$ cat config.mk
export PLATFORM = sky130hd
export DESIGN_NAME = ws_systolic_mm
export DESIGN_NICKNAME = d
export VERILOG_FILES = /design/src/rtl/ws_mm_pkg.sv /design/src/rtl/ws_delay_line.sv /design/src/rtl/ws_mac_cell.sv /design/src/rtl/ws_systolic_mm.sv
export SDC_FILE = /design/constraint.sdc
export NUM_CORES = 2
export LEC_CHECK = 0
export BUFFER_PORTS_ARGS = -buffer_cell sky130_fd_sc_hd__buf_2
export CORE_MARGIN = 5
export CORE_UTILIZATION = 45
export CTS_BUF_LIST = sky130_fd_sc_hd__clkbuf_8
export DETAILED_ROUTE_END_ITERATION = 7
export PLACE_DENSITY_LB_ADDON = 0.1
export SETUP_SLACK_MARGIN = 0.15
export SLEW_MARGIN = 5
export SYNTH_ARGS = -nofsm -noshare
export SYNTH_HDL_FRONTEND = slang
export SYNTH_SLANG_ARGS = --single-unit
$ cat constraint.sdc
create_clock -name clk -period 9.1 [get_ports clk]
set_input_delay 1.82 -clock clk [delete_from_list [all_inputs] [get_ports clk]]
set_output_delay 1.82 -clock clk [all_outputs]
set_load 0.01 [all_outputs]
$ cat src/rtl/ws_mm_pkg.sv
`timescale 1ns/1ps
package ws_mm_pkg;
   // Rising edges from input sample to aligned result: skew + grid + deskew.
   function automatic int pipe_latency(input int dim);
      return 2 * dim - 1;
   endfunction

   // Width of a plain index into dim items (at least one bit).
   function automatic int idx_width(input int dim);
      return (dim > 1) ? $clog2(dim) : 1;
   endfunction

   // Bits needed for a full-precision dot product of dim terms.
   function automatic int dot_width(input int aw, input int ww, input int dim);
      return aw + ww + ((dim > 1) ? $clog2(dim) : 0);
   endfunction
endpackage

$ cat src/rtl/ws_delay_line.sv
`timescale 1ns/1ps
module ws_delay_line #(
   parameter int W     = 8,
   parameter int DEPTH = 1
) (
   input  logic         clk,
   input  logic         rst_n,
   input  logic [W-1:0] din,
   output logic [W-1:0] dout
);
   if (W < 1) begin : g_bad_w
      $error("ws_delay_line: W must be at least 1");
   end
   if (DEPTH < 0) begin : g_bad_depth
      $error("ws_delay_line: DEPTH must not be negative");
   end

   if (DEPTH == 0) begin : g_wire
      assign dout = din;
   end else begin : g_regs
      logic [W-1:0] stg [DEPTH];

      always_ff @(posedge clk or negedge rst_n) begin
         if (!rst_n) begin
            for (int k = 0; k < DEPTH; k++) stg[k] <= '0;
         end else begin
            stg[0] <= din;
            for (int k = 1; k < DEPTH; k++) stg[k] <= stg[k-1];
         end
      end

      assign dout = stg[DEPTH-1];
   end
endmodule

$ cat src/rtl/ws_mac_cell.sv
`timescale 1ns/1ps
module ws_mac_cell #(
   parameter int A_W   = 8,
   parameter int W_W   = 8,
   parameter int ACC_W = 32
) (
   input  logic                    clk,
   input  logic                    rst_n,
   input  logic                    ld_en,
   input  logic signed [W_W-1:0]   w_in,
   input  logic signed [A_W-1:0]   a_in,
   input  logic signed [ACC_W-1:0] p_in,
   output logic signed [A_W-1:0]   a_out,
   output logic signed [ACC_W-1:0] p_out
);
   localparam int PW = A_W + W_W;

   if (ACC_W < PW) begin : g_bad_acc
      $error("ws_mac_cell: ACC_W narrower than one product");
   end

   logic signed [W_W-1:0]   w_q;
   logic signed [PW-1:0]    prod;
   logic signed [ACC_W-1:0] p_next;

   // Same arithmetic every cycle: no operand-dependent path.
   always_comb begin
      prod   = a_in * w_q;
      p_next = p_in + {{(ACC_W-PW){prod[PW-1]}}, prod};
   end

   always_ff @(posedge clk or negedge rst_n) begin
      if (!rst_n) begin
         w_q   <= '0;
         a_out <= '0;
         p_out <= '0;
      end else begin
         if (ld_en) w_q <= w_in;
         a_out <= a_in;
         p_out <= p_next;
      end
   end
endmodule

$ cat src/rtl/ws_systolic_mm.sv
`timescale 1ns/1ps
module ws_systolic_mm #(
   parameter int DIM   = 4,
   parameter int A_W   = 8,
   parameter int W_W   = 8,
   parameter int ACC_W = 32
) (
   input  logic                 clk,
   input  logic                 rst_n,
   input  logic                 wload_en,
   input  logic [DIM*W_W-1:0]   wload_row,
   input  logic                 act_valid,
   input  logic [DIM*A_W-1:0]   act_vec,
   output logic                 res_valid,
   output logic [DIM*ACC_W-1:0] res_vec
);
   localparam int LAT   = ws_mm_pkg::pipe_latency(DIM);
   localparam int PTR_W = ws_mm_pkg::idx_width(DIM);
   localparam int CNT_W = $clog2(LAT + 2);
   localparam int NEED  = ws_mm_pkg::dot_width(A_W, W_W, DIM);

   if (DIM < 1) begin : g_bad_dim
      $error("ws_systolic_mm: DIM must be at least 1");
   end
   if (A_W < 2 || W_W < 2) begin : g_bad_op
      $error("ws_systolic_mm: operand widths must be at least 2");
   end
   if (ACC_W < NEED) begin : g_bad_acc
      $error("ws_systolic_mm: ACC_W too narrow for a full dot product");
   end

   // ---------------- weight row pointer ----------------
   logic [PTR_W-1:0] row_ptr;

   always_ff @(posedge clk or negedge rst_n) begin
      if (!rst_n)                          row_ptr <= '0;
      else if (!wload_en)                  row_ptr <= '0;
      else if (row_ptr == PTR_W'(DIM - 1)) row_ptr <= '0;
      else                                 row_ptr <= row_ptr + 1'b1;
   end

   AST_ROW_PTR: assert property (@(posedge clk) disable iff (!rst_n)
      row_ptr <= PTR_W'(DIM - 1)) else $error("row pointer out of range");

   // ---------------- grid ----------------
   logic signed [A_W-1:0]   row_in [DIM];
   logic signed [A_W-1:0]   a_g    [DIM][DIM];
   logic signed [ACC_W-1:0] p_g    [DIM][DIM];

   for (genvar i = 0; i < DIM; i++) begin : g_row
      // Row i enters i cycles late.
      ws_delay_line #(.W(A_W), .DEPTH(i)) i_skew (
         .clk  (clk),
         .rst_n(rst_n),
         .din  (act_vec[i*A_W +: A_W]),
         .dout (row_in[i])
      );

      for (genvar j = 0; j < DIM; j++) begin : g_col
         logic signed [A_W-1:0]   a_src;
         logic signed [ACC_W-1:0] p_src;
         logic                    ld_here;

         if (j == 0) begin : g_left
            assign a_src = row_in[i];
         end else begin : g_inner
            assign a_src = a_g[i][j-1];
            AST_ACT_HOP: assert property (@(posedge clk) disable iff (!rst_n)
               a_g[i][j] == $past(a_g[i][j-1])) else $error("activation hop");
         end

         if (i == 0) begin : g_top
            assign p_src = '0;
         end else begin : g_below
            assign p_src = p_g[i-1][j];
         end

         assign ld_here = wload_en && (row_ptr == PTR_W'(i));

         ws_mac_cell #(.A_W(A_W), .W_W(W_W), .ACC_W(ACC_W)) i_cell (
            .clk  (clk),
            .rst_n(rst_n),
            .ld_en(ld_here),
            .w_in (wload_row[j*W_W +: W_W]),
            .a_in (a_src),
            .p_in (p_src),
            .a_out(a_g[i][j]),
            .p_out(p_g[i][j])
         );
      end
   end

   // ---------------- output alignment ----------------
   for (genvar j = 0; j < DIM; j++) begin : g_deskew
      ws_delay_line #(.W(ACC_W), .DEPTH(DIM - 1 - j)) i_align (
         .clk  (clk),
         .rst_n(rst_n),
         .din  (p_g[DIM-1][j]),
         .dout (res_vec[j*ACC_W +: ACC_W])
      );
   end

   ws_delay_line #(.W(1), .DEPTH(LAT)) i_vld (
      .clk  (clk),
      .rst_n(rst_n),
      .din  (act_valid),
      .dout (res_valid)
   );

   // ---------------- in-flight accounting for checks ----------------
   logic [CNT_W-1:0] inflight;

   always_ff @(posedge clk or negedge rst_n) begin
      if (!rst_n) inflight <= '0;
      else        inflight <= inflight + CNT_W'(act_valid) - CNT_W'(res_valid);
   end

   AST_NO_SPURIOUS: assert property (@(posedge clk) disable iff (!rst_n)
      res_valid |-> (inflight != '0)) else $error("result without input");
   AST_INFLIGHT_MAX: assert property (@(posedge clk) disable iff (!rst_n)
      inflight <= CNT_W'(LAT)) else $error("too many vectors in flight");
   AST_LOAD_IDLE: assert property (@(posedge clk) disable iff (!rst_n)
      wload_en |-> (!act_valid && inflight == '0)) else $error("load during stream");
endmodule

* Word-level counts from Yosys, hierarchy flattened *
Cells that the tools add are included.
Widths: inputs -> output; s select.

word-level totals
  bits of input ports = 68
  logic and storage cells = 103
  output and inout bits = 129
  flip-flop bits (word level) = 921

cells by class
  reduce and logical (&&, ||, !) cells = 5
  equal/unequal tests = 3
  mux-type cells = 2
  add/subtract/negate cells = 13
  multiply operators = 16

operator list
  kind                 number
  $add 32x32->32       8
  $mul 8x8->16         16
  $add 16x16->17       4
  $eq 2x2->1 const B   2
  $logic_and 1x1->1    4
  $mux 2               2
  $add 2x1->2 const B  1
  $eq 2x1->1 const B   1
  $logic_not 2->1      1

* Depth between registers and ports, before layout *
  depth after elaboration = 3
  mapped depth = 31
  depth with buffers taken out = 31

* By module *
Synthesis repeated with hierarchy kept, for this count alone.

unflattened totals
  cell total of the unflattened synthesis = 9171
  area total of the unflattened synthesis = 93308.2 sq um

by module, submodules not included
  module                                      cells an instance  area an instance (sq um)  instances  sequential area each (sq um)
  ws_mac_cell (g_row[0].g_col[1].i_cell ...)  558                5380.2                    5          1201.2
  ws_mac_cell (g_row[2].g_col[2].i_cell ...)  537                5367.6                    4          1201.2
  ws_mac_cell (g_row[1].g_col[2].i_cell ...)  550                5395.2                    3          1201.2
  ws_mac_cell (g_row[2].g_col[1].i_cell)      557                5390.2                    1          1201.2
  ws_mac_cell (g_row[3].g_col[3].i_cell)      548                5380.2                    1          1201.2
  ws_mac_cell (g_row[3].g_col[2].i_cell)      549                5372.7                    1          1201.2
  ws_mac_cell (g_row[0].g_col[0].i_cell)      547                5365.1                    1          1201.2
  ws_delay_line (g_deskew[0].i_align)         128                2642.5                    1          2402.3
  ws_delay_line (g_deskew[1].i_align)         96                 1841.8                    1          1601.5
  ws_delay_line (g_deskew[2].i_align)         32                 800.8                     1          800.8
  ws_delay_line (g_row[3].i_skew)             32                 660.6                     1          600.6
  ws_delay_line (g_row[2].i_skew)             24                 460.4                     1          400.4
  ws_delay_line (g_deskew[3].i_align)         32                 240.2                     1          0.0
  ws_delay_line (g_row[1].i_skew)             8                  200.2                     1          200.2
  3 more rows                                 --                 --                        --         --

* Worst setup path before layout *
Ideal clock, no wire load.

  path type = register to register
  start = reg g_row[3].g_col[1].i_cell.a_out[5]
  end = reg g_row[3].g_col[2].i_cell.p_out[31]
  path buffers = 0
  library setup time = 0.079 ns
  period minus slack after synthesis = 7.014 ns
  arrival = 6.935 ns
  setup slack = 2.086 ns
  stages on the path, launching flop included = 28
  data required time = 9.021 ns
  cells stage by stage = dfrtp_1 and2_1 fa_1 inv_1 fa_1 inv_1 fa_1 inv_1 fa_1 inv_1 ha_1 a2111oi_4 nor3_1 a2111oi_2 o21bai_1 a21oi_1 xnor2_1 ha_1 a21o_1 a21o_1 a21oi_1 nand2_1 o31ai_2 a21oi_1 or4_1 a31o_1 a21oi_2 xor2_1

between the ends
  word-level cells in the longest chain between the ends = 2

RTL lines
  element                                  line               source
  start: declaration                       ws_mac_cell.sv:13  output logic signed [A_W-1:0] a_out,
  start signal: assignment                 ws_mac_cell.sv:39  a_out <= a_in;
  $mul 8x8->16                             ws_mac_cell.sv:28  prod = a_in * w_q;
  $add 32x32->32                           ws_mac_cell.sv:29  p_next = p_in + {{(ACC_W-PW){prod[PW-1]}}, prod};
  net g_row[3].g_col[2].i_cell.p_next[31]  ws_mac_cell.sv:24  logic signed [ACC_W-1:0] p_next;
  end signal: assignment                   ws_mac_cell.sv:40  p_out <= p_next;
  end: declaration                         ws_mac_cell.sv:14  output logic signed [ACC_W-1:0] p_out

The timed path passes the listed nets, and every way through them passes these cells.
A chain may end at the register's enable or synchronous reset.

* Worst setup path after layout *
Same ends and word-level chain as after synthesis.

==> results.json <==
{
  "status": "complete, no violations",
  "first_global_vias": 49580,
  "via_count": 45460,
  "synthFlopType": "dfrtp_1",
  "synth_area_um2": 73820,
  "tightest_slew_ps": 1034,
  "ios": 197,
  "routedWlPerCell_um": 16.18,
  "cts_tree": "built",
  "dieArea_um2": 172200,
  "ys_types": 79,
  "post_cts_buffers": 0,
  "slew_viol_final": 0,
  "reg2reg_from": "g_row[3].g_col[1].i_cell.a_out[5]",
  "hold_viol": 0,
  "clock_skew_ps": 39.13,
  "numCtsBuffers": 162,
  "cts_sinks": 861,
  "grt_remaining_overflow": 0,
  "htree_levels": 4,
  "start_util_pct": 45.30,
  "relSlewSlack_pct": 30.75,
  "grt_use_total_pct": 18.56,
  "yosys_warnings": 0,
  "min_period_ps": 7259,
  "die_h_um": 415.0,
  "worstSetupPathType": "flip-flop to flip-flop",
  "period_share_pct": 79.77,
  "ctsHoldBuffers": 0,
  "fillers": 15110,
  "synth.top_cells.by_area": "dfrtp_1 (29%), fa_1 (26%), ha_1 (12%), inv_1 (7.1%), and2_1 (5.2%)",
  "yosys.area.top_type_share_pct": 29.19,
  "cp-startpoint": "g_row[3].g_col[1].i_cell.a_out[5]",
  "antenna_found_initial": 13,
  "grt_max_degree": 166,
  "avgSynthCellArea_um2": 10.80,
  "path_max_fanout": 18,
  "die_w_um": 415.0,
  "ys_ff_latch": 861,
  "synth_nets": 8590,
  "rows": 148,
  "area_growth_pct": 9.149,
  "cts.reportedPaths.clkPinSlew_ps": 60,
  "yosys.area.top_type": "dfrtp_1",
  "cts-root-buf": "clkbuf_8",
  "max_freq_ghz": 0.1378,
  "coreArea_um2": 163000,
  "setup_viol_count_final": 0,
  "drt_iter0_drc": 2038,
  "ys_seq_area_share_pct": 29.19,
  "ant_nets": 0,
  "viasPerCell": 4.838,
  "clock_path_buffers": 3,
  "crit_required_ps": 9910,
  "drive_gt1_share_pct": 8.869,
  "nNetsFinal": 8844,
  "regArea_um2": 21550,
  "critPathCaptureType": "flip-flop",
  "arrival_ps": 8070,
  "min_path_type": "flip-flop to flip-flop",
  "max_stage_delay_ps": 540,
  "routed_wl_um": 152100,
  "grt_pass1_wl_um": 260400,
  "start_kind": "flip-flop",
  "drc": 0,
  "cts-resized-gates": 0,
  "async_flop_share_pct": 100.0,
  "synth_edf_count": 0,
  "port_buffers": 196,
  "max_cap_violations": 0,
  "hp-start": "g_deskew[0].i_align.g_regs.stg[74]",
  "synthCells": 6838,
  "fin_tns_setup_ps": 0,
  "cp_slowest_cell": "fa_1",
  "hpwl_um": 122800,
  "drt_first_pass_iters": 5,
  "multi_input_area_um2": 46370,
  "whs_ps": 330.5,
  "gp_congestion": 0.8347,
  "clkLatencyLatePin_ps": 910,
  "rsz0062_at_grt": "false"
}
==> flip-flops by register name (all words and copies together), names as in the netlist <==
name	cells
g_row.i_skew.dout	24
g_deskew.i_align.g_regs.stg	96
g_deskew.i_align.dout	96
g_row.g_col.i_cell.w_q	128
i_vld.g_regs.stg	6
g_row.g_col.i_cell.a_out	96
row_ptr	2
g_row.g_col.i_cell.p_out	388
g_row.i_skew.g_regs.stg	24
i_vld.dout	1
==> path summary, 6_finish.rpt <==
check,cells after the start,slack (ps),end
max,28,1840,g_row[3].g_col[2].i_cell.p_out[31]
max in group asynchronous,3,6520,g_row[3].g_col[1].i_cell.p_out[20]
min in group asynchronous,1,840,g_row[1].g_col[2].i_cell.p_out[10]
min,0,330,g_deskew[0].i_align.g_regs.stg[42]
max reg2reg,28,1840,g_row[3].g_col[2].i_cell.p_out[31]
min reg2reg,0,330,g_deskew[0].i_align.g_regs.stg[42]
==> stage by stage <==
stage                     cells  cell area, um^2  util, %  worst slack [ps]
after floorplan            6838            73820        -              2086
after global placement     9103            77010    47.26              1857
after detailed placement   9103            77010    47.26              1823
after CTS                  9391            80560    49.43              1806
after global routing       9396            80570    49.44              1325
final                      9397            80570    49.44              1841
==> routing by layer <==
layer	wire (um)	up-vias	part of all wire, %	GRT usage (%)
met5	14	-	0.0092	0
met4	2585	2	1.7	4.044
met3	5502	187	3.6	3.039
met2	70000	600	46	29.73
met1	73980	23000	49	26.79
li1	-	21670	-	-
==> layout by cell type, fill, tap and decap left out, types with 90 or more instances in the layout <==
cell	Yosys	layout
fa_1	972	972
a21oi_1	225	225
and2_1	617	617
xnor2_1	356	355
ha_1	712	712
buf_2	0	195
nand2_1	384	380
o21ai_0	150	150
clkbuf_8	0	194
inv_1	1395	1430
nand2b_1	90	90
mux2_2	136	136
nor2_1	159	159
dfrtp_1	861	861
a21o_1	122	122
==> logic make-up (layout without fill, tap and decap cells) <==
group                    after synthesis  in the layout  synth area share, %
flip-flops                           861            861                29.19
AO/OA/AOI/OAI                        741            741                6.551
multiplexers                         137            137                2.088
buffers and inverters               1513           1891                8.019
adder cells (fa/ha/maj)             1684           1684                38.43
XOR/XNOR                             438            438                5.215
AND/OR/NAND/NOR                     1464           1464                10.51
other                                  0              6                    0
==> worst max-delay path, delay by kind of cell (launching register included) <==
kind	cells	cell delay, ps
fa+ha+maj	6	2710
compound gates	11	2310
simple gates	4	970
flops	1	500
buf+inv	5	450
xor+xnor	2	270
==> cell usage after synthesis, types with 13 or more instances <==
library cell / number
o21ai_0: 150
a211oi_1: 13
buf_1: 13
o31ai_1: 14
nor2b_1: 82
nand2_1: 384
nand3_1: 29
a21oi_1: 225
nor2_1: 159
fa_1: 972
nand4_1: 15
mux2_2: 136
nor3_1: 34
o21a_1: 33
xor2_1: 81
ha_1: 712
inv_1: 1395
and3_1: 22
a21o_1: 122
nand2b_1: 90
buf_4: 64
xnor2_1: 356
dfrtp_1: 861
a21boi_0: 14
o21bai_1: 67
and2_1: 617
clkbuf_1: 41
==> final cells by class <==
class                   instances  share of cell area (%)
flip-flops and latches        861                   26.74
well taps                    2175                   3.378
clock inverters                94                   1.095
diodes                          6                 0.01863
repair buffers                208                   1.404
inverters                    1395                   6.499
clock buffers                 194                   3.314
multi-input cells            4464                   57.55
Power is not shown: default switching activity piles up to over one toggle a cycle in this logic, so the estimate is an artifact.
